## src/rtl/lcd_regif_pkg.sv

```systemverilog
package lcd_regif_pkg;

  localparam int unsigned N_TIM       = 4;
  localparam int unsigned TIM_IDX_W   = 2;
  localparam int unsigned ID_IDX_W    = 3;
  localparam int unsigned DEPTH_W     = 3;
  localparam int unsigned CTRL_EN     = 0;
  localparam int unsigned CTRL_PWR    = 11;
  localparam int unsigned CTRL_DEPTH  = 1;

  // word offsets inside the control area
  localparam logic [3:0] WO_UBASE = 4'd4;
  localparam logic [3:0] WO_LBASE = 4'd5;
  localparam logic [3:0] WO_SLOTA = 4'd6;
  localparam logic [3:0] WO_SLOTB = 4'd7;
  localparam logic [3:0] WO_RAW   = 4'd8;
  localparam logic [3:0] WO_MIS   = 4'd9;
  localparam logic [3:0] WO_CLR   = 4'd10;
  localparam logic [3:0] WO_UCUR  = 4'd11;
  localparam logic [3:0] WO_LCUR  = 4'd12;

  typedef enum logic [3:0] {
    SEL_NONE,
    SEL_TIM,
    SEL_UBASE,
    SEL_LBASE,
    SEL_MASK,
    SEL_CTRL,
    SEL_RAW,
    SEL_MIS,
    SEL_CLR,
    SEL_UCUR,
    SEL_LCUR,
    SEL_ID,
    SEL_PAL
  } reg_sel_e;

  function automatic logic [7:0] id_byte(input logic later, input logic [ID_IDX_W-1:0] idx);
    case (idx)
      3'd0:    id_byte = later ? 8'h11 : 8'h10;
      3'd1:    id_byte = 8'h11;
      3'd2:    id_byte = later ? 8'h24 : 8'h04;
      3'd3:    id_byte = 8'h00;
      3'd4:    id_byte = 8'h0D;
      3'd5:    id_byte = 8'hF0;
      3'd6:    id_byte = 8'h05;
      default: id_byte = 8'hB1;
    endcase
  endfunction

  function automatic logic sel_writable(input reg_sel_e s);
    case (s)
      SEL_TIM, SEL_UBASE, SEL_LBASE, SEL_MASK,
      SEL_CTRL, SEL_CLR, SEL_PAL: sel_writable = 1'b1;
      default:                    sel_writable = 1'b0;
    endcase
  endfunction

endpackage

```

## src/rtl/lcd_regif_decode.sv

```systemverilog
module lcd_regif_decode
  import lcd_regif_pkg::*;
#(
  parameter int unsigned WORD_W    = 10,
  parameter int unsigned PAL_IDX_W = 7,
  parameter logic [WORD_W-1:0] PAL_WORD_BASE = 'h080,
  parameter logic [WORD_W-1:0] ID_WORD_BASE  = 'h3F8
) (
  input  logic [WORD_W-1:0]    word_i,
  input  logic                 later_i,
  output reg_sel_e             sel_o,
  output logic [TIM_IDX_W-1:0] tim_idx_o,
  output logic [ID_IDX_W-1:0]  id_idx_o,
  output logic [PAL_IDX_W-1:0] pal_idx_o
);

  localparam int unsigned CTL_W = 4;

  logic in_id, in_pal, in_ctl;

  assign in_id  = word_i[WORD_W-1:ID_IDX_W]  == ID_WORD_BASE[WORD_W-1:ID_IDX_W];
  assign in_pal = word_i[WORD_W-1:PAL_IDX_W] == PAL_WORD_BASE[WORD_W-1:PAL_IDX_W];
  assign in_ctl = word_i[WORD_W-1:CTL_W] == '0;

  assign tim_idx_o = word_i[TIM_IDX_W-1:0];
  assign id_idx_o  = word_i[ID_IDX_W-1:0];
  assign pal_idx_o = word_i[PAL_IDX_W-1:0];

  always_comb begin
    sel_o = SEL_NONE;
    if (in_id) begin
      sel_o = SEL_ID;
    end else if (in_pal) begin
      sel_o = SEL_PAL;
    end else if (in_ctl) begin
      case (word_i[CTL_W-1:0])
        4'd0, 4'd1, 4'd2, 4'd3: sel_o = SEL_TIM;
        WO_UBASE: sel_o = SEL_UBASE;
        WO_LBASE: sel_o = SEL_LBASE;
        WO_SLOTA: sel_o = later_i ? SEL_CTRL : SEL_MASK;
        WO_SLOTB: sel_o = later_i ? SEL_MASK : SEL_CTRL;
        WO_RAW:   sel_o = SEL_RAW;
        WO_MIS:   sel_o = SEL_MIS;
        WO_CLR:   sel_o = SEL_CLR;
        WO_UCUR:  sel_o = SEL_UCUR;
        WO_LCUR:  sel_o = SEL_LCUR;
        default:  sel_o = SEL_NONE;
      endcase
    end
  end

endmodule

```

## src/rtl/lcd_regif_geom.sv

```systemverilog
module lcd_regif_geom #(
  parameter int unsigned DIM_W = 11
) (
  input  logic             clk_i,
  input  logic             rst_ni,
  input  logic             col_we_i,
  input  logic [5:0]       col_fld_i,
  input  logic             row_we_i,
  input  logic [9:0]       row_fld_i,
  output logic [DIM_W-1:0] cols_o,
  output logic [DIM_W-1:0] rows_o
);

  localparam int unsigned COL_SH = 4; // 4 px per unit of the field, x4 scale

  logic [DIM_W-1:0] cols_d, rows_d;

  assign cols_d = (DIM_W'(col_fld_i) + DIM_W'(1)) << COL_SH;
  assign rows_d = DIM_W'(row_fld_i) + DIM_W'(1);

  always_ff @(posedge clk_i or negedge rst_ni) begin
    if (!rst_ni) begin
      cols_o <= '0;
      rows_o <= '0;
    end else begin
      if (col_we_i) cols_o <= cols_d;
      if (row_we_i) rows_o <= rows_d;
    end
  end

  assert_cols_hold_R2: assert property (@(posedge clk_i) disable iff (!rst_ni)
    !col_we_i |=> $stable(cols_o));
  assert_cols_nonzero_R2: assert property (@(posedge clk_i) disable iff (!rst_ni)
    col_we_i |=> (cols_o != '0));
  assert_rows_hold_R3: assert property (@(posedge clk_i) disable iff (!rst_ni)
    !row_we_i |=> $stable(rows_o));
  assert_rows_nonzero_R3: assert property (@(posedge clk_i) disable iff (!rst_ni)
    row_we_i |=> (rows_o != '0));

endmodule

```

## src/rtl/lcd_regif_irq.sv

```systemverilog
module lcd_regif_irq #(
  parameter int unsigned INT_W = 5
) (
  input  logic             clk_i,
  input  logic             rst_ni,
  input  logic             mask_we_i,
  input  logic             clr_we_i,
  input  logic [INT_W-1:0] wbits_i,
  input  logic [INT_W-1:0] set_i,
  output logic [INT_W-1:0] raw_o,
  output logic [INT_W-1:0] mask_o,
  output logic [INT_W-1:0] masked_o
);

  logic [INT_W-1:0] clr_bits;

  assign clr_bits = clr_we_i ? wbits_i : '0;
  assign masked_o = raw_o & mask_o;

  always_ff @(posedge clk_i or negedge rst_ni) begin
    if (!rst_ni) begin
      raw_o  <= '0;
      mask_o <= '0;
    end else begin
      raw_o <= (raw_o & ~clr_bits) | set_i; // set wins over clear
      if (mask_we_i) mask_o <= wbits_i;
    end
  end

  assert_clear_R8: assert property (@(posedge clk_i) disable iff (!rst_ni)
    (clr_we_i && set_i == '0) |=> ((raw_o & $past(wbits_i)) == '0));
  assert_set_sticky_R7: assert property (@(posedge clk_i) disable iff (!rst_ni)
    (set_i != '0) |=> ((raw_o & $past(set_i)) == $past(set_i)));
  assert_raw_hold_R7: assert property (@(posedge clk_i) disable iff (!rst_ni)
    (!clr_we_i && set_i == '0) |=> $stable(raw_o));

endmodule

```

## src/rtl/lcd_regif.sv

```systemverilog
module lcd_regif
  import lcd_regif_pkg::*;
#(
  parameter int unsigned DATA_W    = 32,
  parameter int unsigned WORD_W    = 10,
  parameter int unsigned INT_W     = 5,
  parameter int unsigned PAL_IDX_W = 7,
  parameter int unsigned DIM_W     = 11
) (
  input  logic                 clk_i,
  input  logic                 rst_ni,
  input  logic                 variant_i,
  input  logic                 req_i,
  input  logic                 we_i,
  input  logic [WORD_W-1:0]    addr_i,
  input  logic [DATA_W-1:0]    wdata_i,
  output logic [DATA_W-1:0]    rdata_o,
  input  logic [INT_W-1:0]     irq_set_i,
  output logic                 pal_req_o,
  output logic                 pal_we_o,
  output logic [PAL_IDX_W-1:0] pal_idx_o,
  output logic [DATA_W-1:0]    pal_wdata_o,
  input  logic [DATA_W-1:0]    pal_rdata_i,
  output logic [DIM_W-1:0]     cols_o,
  output logic [DIM_W-1:0]     rows_o,
  output logic                 enable_o,
  output logic [DEPTH_W-1:0]   depth_o,
  output logic                 invalidate_o
);

  reg_sel_e               sel;
  logic [TIM_IDX_W-1:0]   tim_idx;
  logic [ID_IDX_W-1:0]    id_idx;
  logic                   wr, rd;
  logic [DATA_W-1:0]      tim_q [N_TIM];
  logic [DATA_W-1:0]      ubase_q, lbase_q, ctrl_q;
  logic [INT_W-1:0]       raw, mask, masked;
  logic [DATA_W-1:0]      rd_val;
  logic                   ctrl_we;

  assign wr = req_i & we_i;
  assign rd = req_i & ~we_i;

  lcd_regif_decode #(
    .WORD_W   (WORD_W),
    .PAL_IDX_W(PAL_IDX_W)
  ) u_decode (
    .word_i   (addr_i),
    .later_i  (variant_i),
    .sel_o    (sel),
    .tim_idx_o(tim_idx),
    .id_idx_o (id_idx),
    .pal_idx_o(pal_idx_o)
  );

  // timing words
  for (genvar g = 0; g < N_TIM; g++) begin : g_tim
    always_ff @(posedge clk_i or negedge rst_ni) begin
      if (!rst_ni)                                                tim_q[g] <= '0;
      else if (wr && sel == SEL_TIM && tim_idx == TIM_IDX_W'(g)) tim_q[g] <= wdata_i;
    end
  end

  lcd_regif_geom #(.DIM_W(DIM_W)) u_geom (
    .clk_i    (clk_i),
    .rst_ni   (rst_ni),
    .col_we_i (wr && sel == SEL_TIM && tim_idx == TIM_IDX_W'(0)),
    .col_fld_i(wdata_i[7:2]),
    .row_we_i (wr && sel == SEL_TIM && tim_idx == TIM_IDX_W'(1)),
    .row_fld_i(wdata_i[9:0]),
    .cols_o   (cols_o),
    .rows_o   (rows_o)
  );

  assign ctrl_we = wr && sel == SEL_CTRL;

  always_ff @(posedge clk_i or negedge rst_ni) begin
    if (!rst_ni) begin
      ubase_q <= '0;
      lbase_q <= '0;
      ctrl_q  <= '0;
    end else begin
      if (wr && sel == SEL_UBASE) ubase_q <= wdata_i;
      if (wr && sel == SEL_LBASE) lbase_q <= wdata_i;
      if (ctrl_we)                ctrl_q  <= wdata_i;
    end
  end

  assign enable_o = ctrl_q[CTRL_EN] & ctrl_q[CTRL_PWR];
  assign depth_o  = ctrl_q[CTRL_DEPTH +: DEPTH_W];

  lcd_regif_irq #(.INT_W(INT_W)) u_irq (
    .clk_i    (clk_i),
    .rst_ni   (rst_ni),
    .mask_we_i(wr && sel == SEL_MASK),
    .clr_we_i (wr && sel == SEL_CLR),
    .wbits_i  (wdata_i[INT_W-1:0]),
    .set_i    (irq_set_i),
    .raw_o    (raw),
    .mask_o   (mask),
    .masked_o (masked)
  );

  // palette pass-through
  assign pal_req_o   = req_i && sel == SEL_PAL;
  assign pal_we_o    = wr && sel == SEL_PAL;
  assign pal_wdata_o = wdata_i;

  always_comb begin
    case (sel)
      SEL_TIM:             rd_val = tim_q[tim_idx];
      SEL_UBASE, SEL_UCUR: rd_val = ubase_q;
      SEL_LBASE, SEL_LCUR: rd_val = lbase_q;
      SEL_CTRL:            rd_val = ctrl_q;
      SEL_MASK:            rd_val = {{(DATA_W-INT_W){1'b0}}, mask};
      SEL_RAW:             rd_val = {{(DATA_W-INT_W){1'b0}}, raw};
      SEL_MIS:             rd_val = {{(DATA_W-INT_W){1'b0}}, masked};
      SEL_ID:              rd_val = {{(DATA_W-8){1'b0}}, id_byte(variant_i, id_idx)};
      SEL_PAL:             rd_val = pal_rdata_i;
      default:             rd_val = '0;
    endcase
  end

  always_ff @(posedge clk_i or negedge rst_ni) begin
    if (!rst_ni) begin
      rdata_o      <= '0;
      invalidate_o <= 1'b0;
    end else begin
      if (rd) rdata_o <= rd_val;
      invalidate_o <= wr && sel_writable(sel);
    end
  end

  assert_rdata_hold_R13: assert property (@(posedge clk_i) disable iff (!rst_ni)
    !rd |=> $stable(rdata_o));
  assert_inv_source_R12: assert property (@(posedge clk_i) disable iff (!rst_ni)
    invalidate_o |-> $past(wr));
  assert_inv_on_read_R12: assert property (@(posedge clk_i) disable iff (!rst_ni)
    rd |=> !invalidate_o);
  assert_enable_hold_R6: assert property (@(posedge clk_i) disable iff (!rst_ni)
    !ctrl_we |=> ($stable(enable_o) && $stable(depth_o)));
  assert_pal_strobe_R10: assert property (@(posedge clk_i) disable iff (!rst_ni)
    pal_we_o |-> (pal_req_o && we_i));

endmodule

```

## config.mk

```make
export PLATFORM = sky130hd
export DESIGN_NAME = lcd_regif
export DESIGN_NICKNAME = d
export VERILOG_FILES = /design/src/rtl/lcd_regif_pkg.sv /design/src/rtl/lcd_regif_decode.sv /design/src/rtl/lcd_regif_geom.sv /design/src/rtl/lcd_regif_irq.sv /design/src/rtl/lcd_regif.sv
export SDC_FILE = /design/constraint.sdc
export NUM_CORES = 1
export LEC_CHECK = 0
export ABC_CLOCK_PERIOD_IN_PS = 1800
export CAP_MARGIN = 20
export CORE_MARGIN = 4
export CORE_UTILIZATION = 50
export CTS_CLUSTER_SIZE = 30
export DETAILED_ROUTE_END_ITERATION = 12
export PLACE_DENSITY = 0.73
export SLEW_MARGIN = 20
export SYNTH_ARGS = -nofsm -noshare
export SYNTH_HDL_FRONTEND = slang
export SYNTH_SLANG_ARGS = --single-unit
```

## constraint.sdc

```tcl
create_clock -name clk_i -period 1.8 [get_ports clk_i]
set_input_delay 0.36 -clock clk_i [delete_from_list [all_inputs] [get_ports clk_i]]
set_output_delay 0.36 -clock clk_i [all_outputs]
set_load 0.01 [all_outputs]
```

## Yosys cells after proc, flatten, opt, wreduce, memory -nomap -nowiden

Cells that the tools add are included.

| storage, ports and cells | value |
|---|---|
| output and inout bits | 100 |
| logic and storage cells | 96 |
| register bits after elaboration | 285 |
| bits of input ports | 84 |

| operators by class | value |
|---|---|
| bitwise operators | 9 |
| $add $sub $neg | 2 |
| muxes and demuxes | 15 |
| reduce and logical (&&, ||, !) cells | 21 |
| magnitude comparators | 1 |
| equal/unequal tests | 35 |

Operator list:

| operator | number |
|---|---|
| 32-bit one-hot mux with 9 select lines | 1 |
| 32-bit binary-select mux with 2-bit select | 1 |
| 32-bit 2-to-1 mux | 2 |
| 8-bit one-hot mux with 7 select lines | 1 |
| 4-bit equality test (second input constant) | 10 |
| 4-bit one-hot mux with 10 select lines | 1 |
| 4-bit by 3-bit equality test with 1-bit output (second input constant) | 8 |
| 4-bit by 2-bit equality test with 1-bit output (second input constant) | 4 |
| 1-bit logical AND | 13 |
| 4-bit 2-to-1 mux | 3 |
| 10-bit by 1-bit adder with 11-bit output (second input constant) | 1 |
| 5-bit AND | 2 |
| 3-bit equality test (second input constant) | 3 |
| 4-bit by 1-bit equality test with 1-bit output (second input constant) | 2 |
| 6-bit by 1-bit adder with 7-bit output (second input constant) | 1 |
| 7-bit equality test (second input constant) | 1 |
| 7-bit OR reduction | 1 |
| 3-bit by 1-bit equality test with 1-bit output (second input constant) | 2 |
| 3-bit by 2-bit equality test with 1-bit output (second input constant) | 2 |
| 6-bit logical NOT | 1 |
| 6-bit 2-to-1 mux | 1 |
| 5-bit 2-to-1 mux | 1 |
| 5-bit inverter | 1 |
| 5-bit OR | 1 |
| other kinds (12) | 19 |

## Longest topological paths before layout

| depth | value |
|---|---|
| word-level depth | 12 |
| mapped depth | 9 |

## Hierarchy

Synthesis repeated with hierarchy kept, for this count alone.

| second synthesis, totals | value |
|---|---|
| cell total of the unflattened synthesis | 1046 |
| area total of the unflattened synthesis | 13690.6 µm² |

By module, submodules not included:

| module | cells each | times used | area each (µm²) | sequential area each (µm²) |
|---|---|---|---|---|
| lcd_regif | 884 | 1 | 12137.9 | 6431.2 |
| lcd_regif_geom | 95 | 1 | 904.6 | 450.4 |
| lcd_regif_irq | 30 | 1 | 394.1 | 250.2 |
| lcd_regif_decode | 37 | 1 | 254.0 | 0.0 |

## Worst setup path before layout

No wires, ideal clock.

| timing path | value |
|---|---|
| path kind | input -> register |
| from | input port addr_i[0] |
| to | register rdata_o[14] |
| data arrival time | 2.277 ns |
| buffers on the path | 2 |
| path slack | -0.601 ns |
| stages | 6 |
| setup time | 0.124 ns |
| cells stage by stage | clkbuf_1 buf_1 mux4_2 a22oi_1 a21oi_1 a211o_1 |

| on the way | value |
|---|---|
| word-level cells in the longest chain between the ends | 9 |
| elaborated cells between the ends (all ways) | 36 |
| classes of those cells | eq/ne: 23; mux: 8; bitwise: 1; reduce/logical: 4 |

Ends and longest elaborated chain:

| element | line | text |
|---|---|---|
| from (decl) | lcd_regif.sv:15 | `input logic [WORD_W-1:0] addr_i,` |
| 4-bit by 1-bit equality test with 1-bit output, or another cell as far along | lcd_regif_decode.sv:36 | `case (word_i[CTL_W-1:0])` |
| 4-bit OR reduction | lcd_regif_decode.sv:36 |  |
| 4-bit one-hot mux with 10 select lines | lcd_regif_decode.sv:36 |  |
| 4-bit 2-to-1 mux | lcd_regif_decode.sv:35 | `end else if (in_ctl) begin` |
| 4-bit 2-to-1 mux | lcd_regif_decode.sv:33 | `end else if (in_pal) begin` |
| 4-bit 2-to-1 mux | lcd_regif_decode.sv:31 | `if (in_id) begin` |
| 4-bit by 2-bit equality test with 1-bit output or 4-bit equality test (tied branches) | lcd_regif.sv:110 | `case (sel)` |
| 2-bit OR reduction | lcd_regif.sv:110 |  |
| 32-bit one-hot mux with 9 select lines (*) | lcd_regif.sv:110 |  |
| to (signal assigned) | lcd_regif.sv:129 | `if (rd) rdata_o <= rd_val;` |
| to (decl) | lcd_regif.sv:17 | `output logic [DATA_W-1:0] rdata_o,` |

Mark *: on every way between the ends. The rest lies on a longest branch, timed or not. The select of a mux whose other input is x is not followed.
A chain may end at the register's enable or synchronous reset.

## Worst setup path in the final report

| timing path | value |
|---|---|
| from | register tim_q[4] (netlist name) |
| to | register rdata_o[4] |

| on the way | value |
|---|---|
| word-level cells in the longest chain between the ends | 4 |

Ends and longest elaborated chain:

| element | line | text |
|---|---|---|
| from (decl) | lcd_regif.sv:35 | `logic [DATA_W-1:0] tim_q [N_TIM];` |
| from (signal, indexed assignment) | lcd_regif.sv:60 | `else if (wr && sel == SEL_TIM && tim_idx == TIM_IDX_W'(g)) tim_q[g] <= wdata_i;` |
| 32-bit binary-select mux with 2-bit select | lcd_regif.sv:111 | `SEL_TIM: rd_val = tim_q[tim_idx];` |
| 32-bit 2-to-1 mux (not written as such) (2 in a row) | lcd_regif.sv:111 |  |
| 32-bit one-hot mux with 9 select lines | lcd_regif.sv:110 |  |

No other way between the ends. The select of a mux whose other input is x is not followed.

==> impl_metrics.xml <==
<?xml version="1.0" encoding="UTF-8"?>
<metrics>
  <group name="yosys">
    <metric name="synth_enable_flop_cells" unit="">0</metric>
    <metric name="synthDominantAreaCellType" unit="">dfrtp_1</metric>
    <metric name="fraction_of_synthesis_flops_using_an_asynchronous_set_or_reset_pin" unit="">1.00</metric>
    <metric name="synth-compound-area-share" unit="">0.0976</metric>
    <metric name="synth_mux_area_frac" unit="">0.244</metric>
    <metric name="synth_fa_ha_area_frac" unit="">0.00185</metric>
    <metric name="synth_simple_gate_area_share" unit="">0.0653</metric>
    <metric name="synth.top_cells.by_count" unit="">dfrtp_1 (285), mux2_2 (228), buf_4 (52)</metric>
    <metric name="netlist_instances" unit="">1041</metric>
    <metric name="synth-seq-cells" unit="">285</metric>
    <metric name="synth_top_cell_area_share" unit="">0.527</metric>
    <metric name="synth_cell_types" unit="">61</metric>
    <metric name="synth.most_common_cell" unit="">dfrtp_1</metric>
    <metric name="ys_seq_area_frac" unit="">0.527</metric>
    <metric name="syn-cell-area" unit="mm²">0.0135</metric>
    <metric name="synth-warning-count" unit="">0</metric>
    <metric name="synth_top_family_by_area" unit="">multiplexers</metric>
    <metric name="synth_area_per_inst" unit="µm²">13.0</metric>
    <metric name="yosys.area_share.xor_xnor" unit="">0.00971</metric>
    <metric name="synthFlopType" unit="">dfrtp_1</metric>
    <metric name="synth_area_leaders" unit="">dfrtp_1 (53%), mux2_2 (19%), mux4_2 (5.0%), buf_4 (2.9%), a211o_1 (1.7%)</metric>
  </group>
  <group name="die">
    <metric name="initial_utilization" unit="">0.513</metric>
    <metric name="num_rows" unit="">59</metric>
    <metric name="core" unit="mm²">0.0264</metric>
    <metric name="die_w" unit="µm">172</metric>
    <metric name="ioPinCount" unit="">184</metric>
    <metric name="dieArea" unit="mm²">0.0297</metric>
    <metric name="floorplan.die.height" unit="µm">172</metric>
  </group>
  <group name="cells_and_area">
    <metric name="antenna_cells_inserted" unit="">0</metric>
    <metric name="final_design_area_no_fill" unit="mm²">0.0182</metric>
    <metric name="drive_above_1_share" unit="">0.405</metric>
    <metric name="fin_cells" unit="">1664</metric>
    <metric name="area_of_the_multi_input_gates" unit="mm²">0.00607</metric>
    <metric name="area_growth_syn_to_layout" unit="%">34.6</metric>
    <metric name="num-fill-cells" unit="">1849</metric>
    <metric name="seq_area" unit="mm²">0.00713</metric>
    <metric name="fin_nets" unit="">1394</metric>
  </group>
  <group name="timing">
    <metric name="postLayoutSetupSlackWorst" unit="ns">-0.00158</metric>
    <metric name="grt_setup_unrepaired" unit="">yes</metric>
    <metric name="timing.hold.ws" unit="ns">0.322</metric>
    <metric name="timing.clock.skew" unit="ns">0.0143</metric>
    <metric name="post-route-min-period" unit="ns">1.80</metric>
    <metric name="report.final.hold_viol_count" unit="">0</metric>
    <metric name="fmaxAchievable" unit="GHz">0.555</metric>
    <metric name="final_min_period_over_clock_period" unit="">1.00</metric>
    <metric name="maxSlewHeadroom" unit="">0.537</metric>
    <metric name="tightest_slew" unit="ns">0.692</metric>
    <metric name="timing.final.setup_violations" unit="">1</metric>
    <metric name="slew_viol_final" unit="">0</metric>
  </group>
  <group name="grt">
    <metric name="antenna_violations_before_repair" unit="">0</metric>
    <metric name="global_route_wire_length_before_repair" unit="µm">60100</metric>
    <metric name="maximum_number_of_pins_on_one_net_before_global_route_repair" unit="">65</metric>
    <metric name="globalRouteTotalUtil" unit="">0.260</metric>
    <metric name="first_global_vias" unit="">10500</metric>
    <metric name="grt_overflow_total" unit="">0</metric>
  </group>
  <group name="clock_network">
    <metric name="clock_tree.htree_level_count" unit="">1</metric>
    <metric name="clkLatencyLatePin" unit="ns">0.56</metric>
    <metric name="clock_tree_from_tritoncts" unit="">built</metric>
    <metric name="cts.reportedPaths.clkPinSlew" unit="ns">0.07</metric>
    <metric name="tritoncts_num_sinks" unit="">285</metric>
    <metric name="cts.path.max_buffers" unit="">3</metric>
    <metric name="cts_buffers" unit="">30</metric>
    <metric name="clock-root-buffer" unit="">clkbuf_16</metric>
  </group>
  <group name="detailed_routing">
    <metric name="dr.pass1.iters" unit="">5</metric>
    <metric name="dr_total_vias" unit="">9895</metric>
    <metric name="drc" unit="">0</metric>
    <metric name="drtAntennaViolNets" unit="">0</metric>
    <metric name="totalWireLength" unit="µm">38700</metric>
    <metric name="vias_per_cell" unit="">5.95</metric>
    <metric name="detail_route.iter0.violations" unit="">722</metric>
    <metric name="route.detailed.wl_per_inst" unit="µm">23.3</metric>
  </group>
  <group name="worst_setup_path">
    <metric name="worst-path-max-fanout" unit="">2</metric>
    <metric name="worst_setup_path_end_kind" unit="">flip-flop</metric>
    <metric name="rr_endpoint" unit="">rdata_o[4]$_DFFE_PN0P_</metric>
    <metric name="regToRegStartpoint" unit="">tim_q[4]$_DFFE_PN0P_</metric>
    <metric name="worstSetupPathType" unit="">reg2reg</metric>
    <metric name="worst-r2r-setup-slack" unit="ns">-0.002</metric>
    <metric name="worst_ep_arrival_time" unit="ns">2.21</metric>
    <metric name="endpoint_required_time_on_the_critical_path" unit="ns">2.21</metric>
    <metric name="critical_path.startpoint_type" unit="">flip-flop</metric>
    <metric name="timing.reg2reg.worst_path_depth" unit="">5</metric>
  </group>
  <group name="hold_path">
    <metric name="hold_class" unit="">in2async</metric>
  </group>
  <group name="power_and_ir_drop">
    <metric name="total_switching_power" unit="mW">3.23</metric>
    <metric name="cellPowerDensity" unit="mW/mm²">788</metric>
    <metric name="seqPwrFrac" unit="">0.453</metric>
    <metric name="irDropWorstVdd" unit="mV">0.549</metric>
    <metric name="clock_power_share" unit="">0.457</metric>
    <metric name="power_frac_comb" unit="">0.090</metric>
    <metric name="power.share.switching" unit="">0.225</metric>
    <metric name="static-leakage-power" unit="nW">8.95</metric>
    <metric name="p_int" unit="mW">11.1</metric>
  </group>
  <group name="placed_design">
    <metric name="gpl.final_weighted_congestion" unit="">0.933</metric>
    <metric name="io_buffer_count" unit="">179</metric>
    <metric name="hpwl_after_detailed_placement" unit="µm">26100</metric>
    <metric name="place_inst" unit="">1590</metric>
    <metric name="place_area" unit="mm²">0.0169</metric>
  </group>
  <group name="run_status">
    <metric name="run_status" unit="">finished, violations left</metric>
    <metric name="violations_in_the_final_reports" unit="">setup timing</metric>
  </group>
  <group name="run">
    <metric name="cap_violations" unit="">0</metric>
  </group>
</metrics>
cell type report:
cell class	count	share of cell area
tap	335	0.0230
sequential	285	0.392
clock inverter	11	0.00921
timing repair buffer	362	0.193
multi-input combinational	625	0.333
inverter	4	0.000825
clock buffer	42	0.0493
critical path: stages (launching register included):
cell and delay, ns:
dfrtp_1 0.37, mux4_2 0.48, a221o_1 0.37, a211oi_2 0.20, buf_4 0.16, a32oi_2 0.08
worst max-delay path by stage:
stage | startpoint | endpoint | slack (ns) | depth (start not counted)
after floorplan | addr_i[7] | ctrl_q[10]$_DFFE_PN0P_ | -0.44 | 8
after global placement | addr_i[7] | ctrl_q[23]$_DFFE_PN0P_ | -0.94 | 7
after detailed placement | addr_i[7] | ctrl_q[19]$_DFFE_PN0P_ | -0.98 | 7
after CTS | tim_q[36]$_DFFE_PN0P_ | rdata_o[4]$_DFFE_PN0P_ | 0.002 | 5
after global routing | tim_q[36]$_DFFE_PN0P_ | rdata_o[4]$_DFFE_PN0P_ | -0.03 | 5
final | tim_q[4]$_DFFE_PN0P_ | rdata_o[4]$_DFFE_PN0P_ | -0.002 | 5
sequential cells by signal (all words and copies together) (netlist names):
| signal | flops |
|---|---|
| ctrl_q | 32 |
| invalidate_o | 1 |
| lbase_q | 32 |
| rdata_o | 32 |
| tim_q | 128 |
| u_geom.cols_o | 7 |
| u_geom.rows_o | 11 |
| u_irq.mask_o | 5 |
| u_irq.raw_o | 5 |
| ubase_q | 32 |
power groups by stage:
| stage | registers, mW | clock network, mW | logic, mW |
|---|---|---|---|
| 6_report | 6.50 | 6.55 | 1.30 |
| 5_1_grt | 6.50 | 6.95 | 1.39 |
| 4_1_cts | 6.50 | 6.66 | 1.29 |
| 3_5_place_dp | 6.61 | 0 | 1.27 |
| 3_3_place_gp | 6.61 | 0 | 1.25 |
| 2_1_floorplan | 6.61 | 0 | 0.490 |
placed cells by master (no fill, tap or decap), drive strengths merged, types with 5 or more instances in the layout:
cell type / netlist / routed
a31oi: 5 / 5
clkdlybuf4s50: 0 / 102
a21o: 6 / 6
xnor2: 7 / 7
nor2b: 5 / 5
a32oi: 8 / 8
nor3: 6 / 6
a21oi: 29 / 29
mux4: 30 / 30
nand2: 46 / 46
buf: 91 / 190
and3: 5 / 5
a211o: 27 / 27
xor2: 8 / 8
clkbuf: 39 / 45
dfrtp: 285 / 285
a22o: 27 / 27
nor2: 19 / 19
a22oi: 28 / 28
nand2b: 5 / 5
dlygate4sd2: 0 / 60
nor4: 6 / 6
nand4: 37 / 37
nand3: 12 / 12
o21ai: 26 / 26
clkinv: 0 / 5
mux2: 232 / 232
repair_timing:
| item | CTS | global route |
|---|---|---|
| hold buffers | 1 | 0 |
| cloned | 3 | 0 |
| gates resized for setup | 112 | 21 |
| endpoints found under the setup margin | 349 | 140 |
| hold endpoints to repair | 39 | 0 |
| pin swaps | 11 | 6 |
| setup buffers | 17 | 1 |
metal layers:
metal / global-route usage / routed length (µm) / share of wire
met2: 0.433 / 19000 / 0.49
met5: 0 / 0 / 0
met4: 0.0704 / 856 / 0.022
met1: 0.365 / 16700 / 0.43
met3: 0.0325 / 2160 / 0.056
stage by stage:
stage	utilization	setup slack [ns]	power (mW)	setup TNS [ns]
6_report	0.691	-0.00158	14.3	-0.00158
3_3_place_gp	0.641	-0.935	7.86	-230.86
3_5_place_dp	0.641	-0.977	7.88	-237.16
2_1_floorplan	-	-0.437	7.10	-64.36
4_1_cts	0.690	0.00249	14.5	0
5_1_grt	0.691	-0.0308	14.8	-0.0308
kinds of logic (layout without fill, tap and decap cells):
group	after synthesis	in the layout
mux	263	263
flops	285	285
simple gates	159	159
fa+ha+maj	2	2
compound gates	182	182
buf+inv	134	419
xor+xnor	15	15
other cells	1	4
No activity file was read; power rests on OpenSTA's default activity.
